$ cat src/rtl/cfgsh_pkg.sv
package cfgsh_pkg;
   typedef enum logic [2:0] {
      ST_IDLE    = 3'd0,
      ST_LD_REQ  = 3'd1,
      ST_LD_WAIT = 3'd2,
      ST_HOLD    = 3'd3,
      ST_NV_WAIT = 3'd4
   } cfgsh_state_e;
endpackage

$ cat src/rtl/cfgsh_bank.sv
module cfgsh_bank #(
   parameter int DW     = 8,
   parameter int NREG   = 24,
   parameter int DEF_LO = 17,
   parameter int DEF_HI = 21,
   localparam int IW    = $clog2(NREG)
) (
   input  logic          clk,
   input  logic          rst_n,
   input  logic          wr_en,
   input  logic [IW-1:0] wr_idx,
   input  logic [DW-1:0] wr_data,
   input  logic          ld_en,
   input  logic [IW-1:0] ld_idx,
   input  logic [DW-1:0] ld_data,
   input  logic          rd_hit,
   input  logic [IW-1:0] rd_idx,
   output logic [DW-1:0] rd_data
);
   logic [DW-1:0] ent [NREG];

   // one register per entry, each with its own factory default
   for (genvar g = 0; g < NREG; g++) begin : g_ent
      localparam logic [DW-1:0] FACT = (g >= DEF_LO && g <= DEF_HI) ? DW'(1) : '0;
      always_ff @(posedge clk or negedge rst_n) begin
         if (!rst_n)
            ent[g] <= FACT;
         else if (ld_en && ld_idx == IW'(g))
            ent[g] <= ld_data;
         else if (wr_en && wr_idx == IW'(g))
            ent[g] <= wr_data;
      end
   end

   always_comb begin
      rd_data = '0;
      if (rd_hit) rd_data = ent[rd_idx];
   end

   AST_LD_IDX_RANGE: assert property (@(posedge clk) disable iff (!rst_n)
      ld_en |-> (int'(ld_idx) < NREG));
   AST_NO_DUAL_WRITE: assert property (@(posedge clk) disable iff (!rst_n)
      $onehot0({wr_en, ld_en}));
endmodule

$ cat src/rtl/cfgsh_seq.sv
module cfgsh_seq
   import cfgsh_pkg::*;
#(
   parameter int          AW         = 8,
   parameter int          DW         = 8,
   parameter int          NREG       = 24,
   parameter int          NV_BASE    = 128,
   parameter int          DELAY_CYC  = 250000,
   parameter logic [7:0]  REBOOT_CMD = 8'hC4,
   localparam int         IW         = $clog2(NREG),
   localparam int         CW         = $clog2(DELAY_CYC + 1)
) (
   input  logic          clk,
   input  logic          rst_n,
   input  logic          cmd_valid,
   input  logic [7:0]    cmd_byte,
   input  logic          nvwr_req,
   input  logic          nv_rvalid,
   input  logic [DW-1:0] nv_rdata,
   input  logic          nv_wdone,
   output logic          busy,
   output logic          nv_re,
   output logic          nv_we,
   output logic [AW-1:0] ld_addr,
   output logic          ld_en,
   output logic [IW-1:0] ld_idx,
   output logic [DW-1:0] ld_data
);
   cfgsh_state_e  st;
   logic [IW-1:0] idx;
   logic [CW-1:0] cnt;
   logic          go;

   assign go      = cmd_valid && (cmd_byte == REBOOT_CMD);
   assign busy    = (st != ST_IDLE);
   assign nv_re   = (st == ST_LD_REQ);
   assign nv_we   = (st == ST_IDLE) && !go && nvwr_req;
   assign ld_en   = (st == ST_LD_WAIT) && nv_rvalid;
   assign ld_idx  = idx;
   assign ld_data = nv_rdata;
   assign ld_addr = AW'(NV_BASE) + AW'(idx);

   // reset lands in the reload path: power-up equals reboot
   always_ff @(posedge clk or negedge rst_n) begin
      if (!rst_n) begin
         st  <= ST_LD_REQ;
         idx <= '0;
         cnt <= '0;
      end else begin
         unique case (st)
            ST_IDLE: begin
               if (go) begin
                  st  <= ST_LD_REQ;
                  idx <= '0;
               end else if (nvwr_req) begin
                  st <= ST_NV_WAIT;
               end
            end
            ST_LD_REQ: st <= ST_LD_WAIT;
            ST_LD_WAIT: begin
               if (nv_rvalid) begin
                  if (idx == IW'(NREG - 1)) begin
                     st  <= ST_HOLD;
                     cnt <= '0;
                  end else begin
                     idx <= idx + 1'b1;
                     st  <= ST_LD_REQ;
                  end
               end
            end
            ST_HOLD: begin
               if (cnt == CW'(DELAY_CYC - 1)) st <= ST_IDLE;
               else                           cnt <= cnt + 1'b1;
            end
            ST_NV_WAIT: if (nv_wdone) st <= ST_IDLE;
            default:    st <= ST_IDLE;
         endcase
      end
   end

   AST_CMD_STARTS_LOAD: assert property (@(posedge clk) disable iff (!rst_n)
      (!busy && go) |=> (busy && nv_re));
   AST_OTHER_CMD_IDLE: assert property (@(posedge clk) disable iff (!rst_n)
      (!busy && cmd_valid && !go && !nvwr_req) |=> !busy);
   AST_RE_SINGLE_PULSE: assert property (@(posedge clk) disable iff (!rst_n)
      nv_re |=> !nv_re);
   AST_NVWE_SETS_BUSY: assert property (@(posedge clk) disable iff (!rst_n)
      nv_we |=> (busy && !nv_re));
   AST_WDONE_FREES: assert property (@(posedge clk) disable iff (!rst_n)
      (st == ST_NV_WAIT && nv_wdone) |=> !busy);
endmodule

$ cat src/rtl/cfg_shadow_ctl.sv
module cfg_shadow_ctl #(
   parameter int         AW         = 8,
   parameter int         DW         = 8,
   parameter int         NREG       = 24,
   parameter int         NV_BASE    = 128,
   parameter int         DEF_LO     = 17,
   parameter int         DEF_HI     = 21,
   parameter int         DELAY_CYC  = 250000,
   parameter logic [7:0] REBOOT_CMD = 8'hC4
) (
   input  logic          clk,
   input  logic          rst_n,
   input  logic [AW-1:0] reg_addr,
   input  logic          reg_we,
   input  logic [DW-1:0] reg_wdata,
   output logic [DW-1:0] reg_rdata,
   input  logic          cmd_valid,
   input  logic [7:0]    cmd_byte,
   output logic          nv_re,
   output logic          nv_we,
   output logic [AW-1:0] nv_addr,
   output logic [DW-1:0] nv_wdata,
   input  logic [DW-1:0] nv_rdata,
   input  logic          nv_rvalid,
   input  logic          nv_wdone,
   output logic          busy
);
   localparam int          IW    = $clog2(NREG);
   localparam logic [AW:0] VOL_HI = (AW+1)'(NREG);
   localparam logic [AW:0] NV_LO  = (AW+1)'(NV_BASE);
   localparam logic [AW:0] NV_HI  = (AW+1)'(NV_BASE + NREG);

   if (NREG < 2 || IW > AW) begin : g_bad_size
      $error("cfg_shadow_ctl: NREG must be >= 2 and addressable in AW bits");
   end
   if (NV_BASE < NREG || NV_BASE + NREG > (1 << AW)) begin : g_bad_base
      $error("cfg_shadow_ctl: image window overlaps bank or exceeds address space");
   end
   if (DELAY_CYC < 1) begin : g_bad_delay
      $error("cfg_shadow_ctl: DELAY_CYC must be at least 1");
   end
   if (DEF_LO > DEF_HI || DEF_HI >= NREG) begin : g_bad_def
      $error("cfg_shadow_ctl: default-set range outside the bank");
   end

   logic          vol_hit, nv_hit, vol_wr, ld_en;
   logic [IW-1:0] ld_idx;
   logic [DW-1:0] ld_data;
   logic [AW-1:0] ld_addr;

   assign vol_hit  = ({1'b0, reg_addr} < VOL_HI);
   assign nv_hit   = ({1'b0, reg_addr} >= NV_LO) && ({1'b0, reg_addr} < NV_HI);
   assign vol_wr   = reg_we && vol_hit && !busy;
   assign nv_addr  = busy ? ld_addr : reg_addr;
   assign nv_wdata = reg_wdata;

   cfgsh_seq #(
      .AW(AW), .DW(DW), .NREG(NREG), .NV_BASE(NV_BASE),
      .DELAY_CYC(DELAY_CYC), .REBOOT_CMD(REBOOT_CMD)
   ) u_seq (
      .clk(clk), .rst_n(rst_n),
      .cmd_valid(cmd_valid), .cmd_byte(cmd_byte),
      .nvwr_req(reg_we && nv_hit),
      .nv_rvalid(nv_rvalid), .nv_rdata(nv_rdata), .nv_wdone(nv_wdone),
      .busy(busy), .nv_re(nv_re), .nv_we(nv_we), .ld_addr(ld_addr),
      .ld_en(ld_en), .ld_idx(ld_idx), .ld_data(ld_data)
   );

   cfgsh_bank #(
      .DW(DW), .NREG(NREG), .DEF_LO(DEF_LO), .DEF_HI(DEF_HI)
   ) u_bank (
      .clk(clk), .rst_n(rst_n),
      .wr_en(vol_wr), .wr_idx(reg_addr[IW-1:0]), .wr_data(reg_wdata),
      .ld_en(ld_en), .ld_idx(ld_idx), .ld_data(ld_data),
      .rd_hit(vol_hit), .rd_idx(reg_addr[IW-1:0]), .rd_data(reg_rdata)
   );

   AST_BUSY_HOLDS_DATA: assert property (@(posedge clk) disable iff (!rst_n)
      (busy && !nv_rvalid) |=>
         ((reg_rdata == $past(reg_rdata)) || (reg_addr != $past(reg_addr))));
   AST_NV_WR_SPARES_BANK: assert property (@(posedge clk) disable iff (!rst_n)
      (nv_we && !nv_rvalid) |=>
         ((reg_rdata == $past(reg_rdata)) || (reg_addr != $past(reg_addr))));
endmodule

$ cat config.mk
export PLATFORM = sky130hd
export DESIGN_NAME = cfg_shadow_ctl
export DESIGN_NICKNAME = d
export VERILOG_FILES = /design/src/rtl/cfgsh_pkg.sv /design/src/rtl/cfgsh_bank.sv /design/src/rtl/cfgsh_seq.sv /design/src/rtl/cfg_shadow_ctl.sv
export SDC_FILE = /design/constraint.sdc
export NUM_CORES = 1
export LEC_CHECK = 0
export BUFFER_PORTS_ARGS = -buffer_cell sky130_fd_sc_hd__buf_2
export CAP_MARGIN = 20
export CORE_MARGIN = 5
export CORE_UTILIZATION = 69
export CTS_BUF_LIST = sky130_fd_sc_hd__clkbuf_8
export DETAILED_ROUTE_END_ITERATION = 16
export GPL_TIMING_DRIVEN = 0
export PLACE_DENSITY = 0.91
export SYNTH_ARGS = -nofsm -noshare
export SYNTH_HDL_FRONTEND = slang
export SYNTH_SLANG_ARGS = --single-unit
$ cat constraint.sdc
create_clock -name clk -period 4.35 [get_ports clk]
set_input_delay 0.2175 -clock clk [delete_from_list [all_inputs] [get_ports clk]]
set_output_delay 0.2175 -clock clk [all_outputs]
set_load 0.02 [all_outputs]
==> results of run 1 <==
==> metal layers <==
layer  wire length (um)  up-vias
met2              17220      892
met4               3192        0
li1                   -     4611
met1              14150     5276
met3               5451      227
met5                  0        -
==> where the power goes <==
group | internal [mW] | switching (mW) | leakage, nW | total, mW
Sequential | 2.12 | 0.0586 | 2.97 | 2.18
Clock | 1.16 | 0.872 | 0.470 | 2.03
Combinational | 0.179 | 0.333 | 3.57 | 0.512
==> final cells by class <==
| class | instances | share of cell area |
|---|---|---|
| Buffer | 98 | 0.03010 |
| Multi-Input combinational cell | 896 | 0.4676 |
| Clock inverter | 15 | 0.006398 |
| Tap cell | 229 | 0.02063 |
| Timing Repair Buffer | 65 | 0.02649 |
| Sequential cell | 218 | 0.3934 |
| Clock buffer | 54 | 0.05352 |
| Inverter | 7 | 0.001892 |
==> worst paths after layout <==
path                       slack [ps]  depth (start not counted)           start         endpoint
max in group asynchronous        2970                          3           rst_n   u_bank.ent[24]
setup reg to reg                 1530                          8     u_seq.st[0]  u_bank.ent[189]
setup / recovery                 1160                          7     reg_addr[0]     reg_rdata[5]
min in group asynchronous         330                          2           rst_n  u_bank.ent[125]
hold / removal                     40                          3     nv_rdata[3]  u_bank.ent[131]
hold reg to reg                   490                          2  u_bank.ent[65]   u_bank.ent[65]
==> flip-flops by register name, summed over array words and instances (netlist names) <==
signal / cells
u_seq.ld_idx: 5
u_seq.st: 3
u_seq.cnt: 18
u_bank.ent: 192
==> worst max-delay path: stages <==
cell and delay [ps]:
clkbuf_1 270, clkbuf_1 800, mux4_2 660, mux2i_1 410, o22a_1 320, o21ai_0 110, buf_2 170
==> cell usage after synthesis, types with 4 or more instances <==
cell type	number
mux2i_1	214
dfrtp_1	212
nor2_1	150
a21oi_1	128
nand2_1	115
o21ai_0	83
clkbuf_1	71
mux4_2	48
nand3_1	17
nor3_1	11
buf_2	10
a31oi_1	9
and3_1	9
buf_1	8
buf_4	8
nand4_1	8
o22a_1	8
o22ai_1	8
a22o_1	7
inv_1	7
nand2b_1	7
nor2b_1	7
and4_1	6
dfstp_2	6
ha_1	6
nor3b_1	6
and2_1	4
nor3_4	4
==> kinds of logic after synthesis <==
| group | count (synthesis) | synth area share |
|---|---|---|
| flops | 218 | 0.4406 |
| buf+inv | 105 | 0.03582 |
| fa+ha+maj | 6 | 0.006054 |
| simple gates | 366 | 0.1393 |
| mux | 263 | 0.2608 |
| compound gates | 261 | 0.1175 |
==> through the flow <==
step	cells	setup TNS, ps	util	power, mW
6_report	1582	0	0.7783	4.720
5_1_grt	1582	0	0.7783	4.852
4_1_cts	1582	0	0.7783	4.691
3_5_place_dp	1511	0	0.7306	2.701
3_3_place_gp	1510	-128880	0.7285	2.671
2_1_floorplan	1219	0	-	2.479
==> timing repair <==
| item | in CTS | in global routing |
|---|---|---|
| hold buffers | 2 | 0 |
| endpoints found under the setup margin | 0 | 0 |
| hold endpoints to repair | 111 | 0 |
==> flow_summary.yaml, run 1 <==
status:
  status: "completed"
logic_synthesis:
  synth_top_area_share: 0.4279
  syn_inst: 1219
  avgSynthCellArea_sq_um: 10.17
  yosys.area.top_type: "dfrtp_1"
  ys_async_sr_fraction: 1.000
  syn-cell-area_sq_um: 12400
  syn_nets: 1263
  synth_edf_count: 0
  synth-seq-area-share: 0.4406
  synth-warning-count: 0
  yosys-top-cells-area: "dfrtp_1, mux2i_1, mux4_2"
  yosys.cell_types.count: 58
  synthFlopType: "dfrtp_1"
  synth_seq_cells: 218
grt:
  grt_max_degree: 116
  antenna_found_initial: 0
  grt_pass1_wl_um: 61070
  grt-busiest-layer: "met2"
  met3_usage: 0.1353
  use_met1: 0.4984
  grt_pass1_vias: 11058
  grt_overflow: 0
  use_met2: 0.5718
  grt_usage: 0.3897
clock_network:
  numClockSinks: 218
  post_cts_buffers: 0
  cts_resized: 0
  cts_tree: "built"
  cts.clk_slew.worst_paths_ps: 60
  insertion_delay_ps: 530
  cts-root-buf: "clkbuf_8"
  clock_path_buffers: 3
  cts.htree.levels: 2
  numCtsBuffers: 38
place:
  gp_congestion: 1.131
  post-place-ws_ps: 1420
  port_buffers: 62
  placedInstanceArea_sq_um: 13030
  hpwl_um: 27470
run:
  cap_violations: 0
critical_path:
  worstSetupPathType: "in2out"
  endpoint_kind: "output pin"
  crit_arrival_ps: 2970
  cp_max_fo: 10
  worstPathRequired_ps: 4130
  cp-start-kind: "input pin"
floorplan:
  die_h_um: 144.1
  ios: 65
  start_util: 0.6950
  dieArea_sq_um: 20750
  rows: 49
  die_x_um: 144.1
  core_sq_um: 17840
min_path:
  hp-class: "in2reg"
final_layout:
  multi_input_area_sq_um: 6492
  diodes: 0
  drive_gt1_frac: 0.1574
  layout_commonest_cell: "mux2i_1"
  area_delta_synth_final_pct: 11.99
  final_net_count: 1368
  regArea_sq_um: 5463
  final_area_sq_um: 13890
  final_cell_mix: "mux2i_1, dfrtp_1, nor2_1"
  fillers: 1144
drt:
  wl_per_cell_um: 25.30
  drcViolationCount: 0
  routed_wl_um: 40020
  vias_per_cell: 6.957
  drtAntennaViolNets: 0
  drt_iter0_drc: 1499
  dr.pass1.iters: 6
  vias: 11006
sta:
  fin_crit_ps: 3191
  finalCritPeriodShare: 0.7336
  hold_viol_final: 0
  setup_ws_ps: 1159
  setup_viol: 0
  fmax_mhz: 313.3
  slew_headroom: 0.2300
  finalClockSkew_ps: 13.32
  worst-slew-pin-transition_ps: 1153
  rsz0062_at_grt: "no"
  hold_ws_ps: 38.29
  drv_slew: 0
pwr:
  power_density_nw_per_um2: 339.9
  ir_worst_vdd_mv: 0.2960
  p_leak_nw: 7.010
Power figures use the tool's default switching activity.
==> run 2, diff against run 1 <==
--- a/config.mk
+++ b/config.mk
@@ -8,11 +8,11 @@
 export BUFFER_PORTS_ARGS = -buffer_cell sky130_fd_sc_hd__buf_2
 export CAP_MARGIN = 20
 export CORE_MARGIN = 5
-export CORE_UTILIZATION = 69
+export CORE_UTILIZATION = 64
 export CTS_BUF_LIST = sky130_fd_sc_hd__clkbuf_8
 export DETAILED_ROUTE_END_ITERATION = 16
 export GPL_TIMING_DRIVEN = 0
-export PLACE_DENSITY = 0.91
+export PLACE_DENSITY = 0.86
 export SYNTH_ARGS = -nofsm -noshare
 export SYNTH_HDL_FRONTEND = slang
 export SYNTH_SLANG_ARGS = --single-unit
==> constraint.sdc (replaced) <==
create_clock -name clk -period 3.15 [get_ports clk]
set_input_delay 0.1575 -clock clk [delete_from_list [all_inputs] [get_ports clk]]
set_output_delay 0.1575 -clock clk [all_outputs]
set_load 0.02 [all_outputs]
==> run 2 against run 1 <==
  * Sequential share of layout area is essentially flat
  * Critical path depth up 1
  * Flip-flop and latch count is the same
  * Via count down 0.87%
  * Highest routed layer unchanged
  * Core utilization down 5.7 points
  * Count of clock-buffer cells in the layout decreased by 11
  * First-iteration DRC count shrank 12%
  * Global-route usage is 1.9 points lower
==> flow_summary.yaml, run 2 (synthesized netlist as in run 1, its figures left out) <==
drt:
  vias: 10910
  wl_per_cell_um: 24.96
  vias_per_cell: 6.710
  drtAntennaViolNets: 0
  drt_iter0_drc: 1325
  dr.pass1.iters: 6
  routed_wl_um: 40590
  drcViolationCount: 0
clock_network:
  cts_resized: 0
  cts.htree.levels: 2
  numCtsBuffers: 39
  cts-root-buf: "clkbuf_8"
  cts_tree: "built"
  clock_path_buffers: 3
  cts.clk_slew.worst_paths_ps: 60
  numClockSinks: 218
  insertion_delay_ps: 560
pwr:
  p_seq_frac: 0.486
  p_clk_frac: 0.399
  ir_worst_vdd_mv: 0.2990
  internal_power_mw: 4.437
  power_density_nw_per_um2: 445.4
  p_leak_nw: 6.990
  combinationalPowerShare: 0.115
  netSwitchingFraction: 0.2832
  p_switching_mw: 1.753
place:
  gp_congestion: 1.027
  placedInstanceArea_sq_um: 13080
  port_buffers: 62
  hpwl_um: 28040
final_layout:
  final_cell_mix: "mux2i_1, dfrtp_1, nor2_1"
  fillers: 1397
  largest_reg_flops: 192
  final_area_sq_um: 13900
  area_delta_synth_final_pct: 12.08
  layout_commonest_cell: "mux2i_1"
  final_net_count: 1378
  drive_gt1_frac: 0.1515
  largest_register: "u_bank.ent"
sta:
  worst-slew-pin-transition_ps: 1045
  hold_ws_ps: 15.63
  finalClockSkew_ps: 19.73
  rsz0062_at_grt: "no"
  fin_crit_ps: 2980
  finalCritPeriodShare: 0.9460
  setup_viol: 0
  tns_ps: 0
  fmax_mhz: 335.6
  slew_headroom: 0.3021
  drv_slew: 0
  hold_viol_final: 0
grt:
  antenna_found_initial: 0
  grt_overflow: 0
  grt_pass1_vias: 10880
  grt_max_degree: 111
  grt_pass1_wl_um: 62270
  grt_usage: 0.3705
run:
  cap_violations: 0
floorplan:
  start_util: 0.6434
  dieArea_sq_um: 22260
  ios: 65
  die_h_um: 149.2
  rows: 51
  die_x_um: 149.2
  core_sq_um: 19270
critical_path:
  cp-start-kind: "input pin"
  r2r-start: "u_seq.st[1]"
  crit_arrival_ps: 2820
  startpoint: "reg_addr[1]"
  cp_max_fo: 10
  endpoint_kind: "output pin"
  worstSetupPathType: "in2out"
  worstPathRequired_ps: 2990
min_path:
  hp-start: "cmd_valid"
  hp-class: "in2reg"
status:
  status: "completed"
run 2: cell type report:
class                           count  area (sq um)  area share
Buffer                             98         417.9     0.03007
Clock buffer                       43         591.8     0.04259
Sequential cell                   218          5463      0.3931
Inverter                            7         26.28    0.001891
Clock inverter                     24         113.9    0.008193
Tap cell                          265         331.6     0.02386
Antenna cell                        1         2.502   0.0001801
Timing Repair Buffer               74         457.9     0.03295
Multi-Input combinational cell    896          6492      0.4672
run 2: final timing paths:
kind / depth (start not counted) / slack [ps] / end
max reg2reg: 5 / 330 / u_bank.ent[78]
min in group asynchronous: 2 / 230 / u_bank.ent[117]
min: 4 / 20 / u_seq.st[0]
max: 8 / 170 / reg_rdata[0]
max in group asynchronous: 3 / 1900 / u_bank.ent[138]
min reg2reg: 1 / 490 / u_seq.cnt[16]
run 2: critical path, stage by stage:
cell     delay [ps]
buf_2           160
buf_1           480
buf_1           660
mux4_2          450
mux2i_1         320
o22a_1          250
o21ai_0         150
buf_2           200
run 2: what timing repair did:
action / 4_1_cts / 5_1_grt
hold endpoints to repair: 128 / 0
buffers inserted: 0 / 0
hold buffers: 11 / 0
run 2: power groups by stage:
| stage | registers [mW] | clock network, mW | logic [mW] |
|---|---|---|---|
| 3_5_place_dp | 3.05 | 0 | 0.683 |
| 2_1_floorplan | 3.02 | 0 | 0.400 |
| 6_report | 3.01 | 2.47 | 0.712 |
| 4_1_cts | 3.01 | 2.46 | 0.697 |
| 3_3_place_gp | 3.04 | 0 | 0.656 |
| 5_1_grt | 3.02 | 2.60 | 0.755 |
run 2: per-stage QoR:
stage          std cells    util  worst slack, ps  total power [mW]
2_1_floorplan       1219       -             1051             3.424
3_3_place_gp        1546  0.6767            -1828             3.700
3_5_place_dp        1547  0.6787            314.4             3.735
4_1_cts             1625  0.7210            302.5             6.167
5_1_grt             1625  0.7210            176.6             6.377
6_report            1626  0.7211            170.2             6.190
run 2: metal layers:
metal  vias to the layer above  share of wire  track usage
li1                       4633              -            -
met1                      5256           0.36       0.4736
met2                       830           0.45       0.5587
met3                       191           0.12       0.1088
met4                         0          0.071       0.2293
met5                         -              0            0
==> run 3, diff against run 2 <==
--- a/config.mk
+++ b/config.mk
@@ -15,4 +15,5 @@
 export PLACE_DENSITY = 0.86
 export SYNTH_ARGS = -nofsm -noshare
 export SYNTH_HDL_FRONTEND = slang
+export SYNTH_HIERARCHICAL = 1
 export SYNTH_SLANG_ARGS = --single-unit
==> run 3 against run 2 <==
  * Cell count rose by 6.0%
  * Sequential share of layout area fell by 1.6 points
  * Final area rose by 4.3%
  * Die area rose by 3.6%
==> flow_summary.yaml, run 3 <==
status:
  status: "completed"
min_path:
  whs_path_depth: 3
  hp-class: "in2reg"
logic_synthesis:
  ys_async_sr_fraction: 1.000
  synth_common_cells: "mux2i_1, dfrtp_1, nand2_1"
  yosys-top-cells-area: "dfrtp_1, mux2i_1, a21oi_1"
  synth-seq-area-share: 0.4243
  syn-cell-area_sq_um: 12870
  syn_inst: 1320
  synth.most_common_cell: "mux2i_1"
  avgSynthCellArea_sq_um: 9.754
  synth_top_area_share: 0.4121
  yosys.cell_types.count: 79
  synth_seq_cells: 218
  yosys.area.top_type: "dfrtp_1"
  synth_edf_count: 0
  synthFlopType: "dfrtp_1"
  synth-warning-count: 6
pwr:
  power_density_nw_per_um2: 438.9
  ir_worst_vdd_mv: 0.2412
  p_leak_nw: 7.064
grt:
  grt_pass1_wl_um: 64540
  grt_pass1_vias: 11022
  antenna_found_initial: 1
  grt_overflow: 0
  grt_max_degree: 116
  grt_usage: 0.3544
place:
  hpwl_um: 28150
  gp_congestion: 1.003
  dp.cells: 1643
  port_buffers: 56
final_layout:
  diodes: 0
  layout_commonest_cell: "mux2i_1"
  area_delta_synth_final_pct: 12.60
  multi_input_area_sq_um: 6704
  regArea_sq_um: 5463
  drive_gt1_frac: 0.1701
  largest_reg_flops: 192
  fillers: 1462
  final_cell_mix: "mux2i_1, dfrtp_1, nand2_1"
  final_net_count: 1474
  layout.cells.non_filler: 1723
  largest_register: "u_bank/ent"
drt:
  drcViolationCount: 0
  vias_per_cell: 6.660
  drtAntennaViolNets: 0
  dr.pass1.iters: 8
  routed_wl_um: 42160
  wl_per_cell_um: 24.47
  vias: 11476
  drt_iter0_drc: 1591
sta:
  tns_ps: 0
  worst-slew-pin-transition_ps: 1019
  fin_crit_ps: 2949
  hold_viol_final: 0
  finalCritPeriodShare: 0.9362
  slew_headroom: 0.3203
  setup_viol: 0
  finalClockSkew_ps: 19.97
  fmax_mhz: 339.1
  drv_slew: 0
critical_path:
  endpoint_kind: "flop"
  slowest_stage: "nor4b_4"
  worstSetupPathType: "reg2reg"
  crit_arrival_ps: 3330
  crit_chain: "buf_4 > nor3_2 > inv_1 > buf_2 > nor4b_4 > nor4b_4 > nor2b_1 > buf_2 > mux2i_1 > o21ai_1"
  reg2regPathDepth: 10
  worstPathRequired_ps: 3530
  cp-start-kind: "flop"
  cp_max_fo: 10
  critPathMaxStageDelay_ps: 420
clock_network:
  numCtsBuffers: 38
  insertion_delay_ps: 530
  cts-root-buf: "clkbuf_8"
  cts_tree: "built"
  cts.htree.levels: 2
  cts.clk_slew.worst_paths_ps: 60
  numClockSinks: 218
  clock_path_buffers: 3
floorplan:
  die_x_um: 151.8
  ios: 65
  core_sq_um: 19650
  start_util: 0.6551
  dieArea_sq_um: 23050
  rows: 51
  die_h_um: 151.8
run:
  cap_violations: 0
## run 3: changes by cell type in the layout (fill, tap and decap cells not counted), moves of 9 or more
| cell | previous run | this run |
|---|---|---|
| o21ai_1 | 1 | 77 |
| nand2_1 | 115 | 125 |
| nor2_1 | 150 | 115 |
| a21oi_1 | 128 | 112 |
| a221oi_1 | 0 | 14 |
| clkbuf_8 | 43 | 52 |
| buf_4 | 8 | 33 |
| mux4_2 | 48 | 20 |
| mux2i_1 | 214 | 243 |
| buf_2 | 71 | 83 |
| a22oi_1 | 0 | 22 |
| o21ai_0 | 83 | 41 |
## run 3: worst paths after layout
path | endpoint | slack [ps] | startpoint
setup / recovery | u_bank/ent[162] | 200 | u_seq/st[2]
hold / removal | u_bank/ent[22] | 40 | reg_wdata[6]
setup reg to reg | u_bank/ent[162] | 200 | u_seq/st[2]
hold reg to reg | u_seq/cnt[13] | 520 | u_seq/cnt[13]
max in group asynchronous | u_bank/ent[163] | 1810 | rst_n
min in group asynchronous | u_bank/ent[56] | 270 | rst_n
## run 3: cell type report
cell class	instances	share of cell area
Buffer	132	0.04729
Multi-Input combinational cell	950	0.4624
Inverter	20	0.005178
Timing Repair Buffer	74	0.03262
Tap cell	265	0.02287
Clock inverter	12	0.003452
Clock buffer	52	0.04937
Sequential cell	218	0.3768
## run 3: critical path, delay by kind of cell (launching register included)
family	cells	cell delay [ps]
buffers and inverters	4	800
DFF	1	380
AOI/OAI and AO/OA	1	90
muxes	1	290
and+or+nand+nor	4	1230
## run 3: power breakdown
part	switching (mW)	leakage, nW	internal [mW]	total, mW
clock	1.16	0.431	1.46	2.61
combinational	0.502	3.71	0.258	0.760
sequential	0.0777	2.92	2.91	2.99
total	1.74	7.06	4.62	6.36
## run 3: metrics by stage
step | hold slack (ps) | util | total power, mW | instance area (sq um) | setup WS (ps)
finish | 42.90 | 0.7377 | 6.363 | 14500 | 201.1
global placement | 427.1 | 0.6864 | 3.719 | 13490 | -1841
global route | 57.09 | 0.7377 | 6.570 | 14500 | -2.091
detailed placement | 266.8 | 0.6883 | 3.747 | 13530 | -300.1
CTS | 24.12 | 0.7371 | 6.351 | 14490 | 28.71
floorplan | -138.1 | - | 3.439 | 12880 | 307.8
## run 3: kinds of logic after synthesis
logic type	count (synthesis)	share of synthesized area
fa+ha+maj	2	0.001943
mux	272	0.2318
simple gates	364	0.1436
flops	218	0.4243
compound gates	309	0.1385
buf+inv	153	0.05928
other cells	2	0.0005833
## run 3: routing by layer
metal	vias to the layer above	global-route usage	wire, um
met5	-	0	7
met4	2	0.1879	2677
met3	189	0.1147	5428
met2	813	0.5163	18430
met1	5525	0.4744	15620
li1	4947	-	-
## run 3: timing repair
item,in CTS,in global routing
setup endpoints to repair,100,191
hold endpoints to repair,128,0
pin swaps,2,0
hold buffers,11,0
buffers inserted,6,0
gates resized for setup,10,2
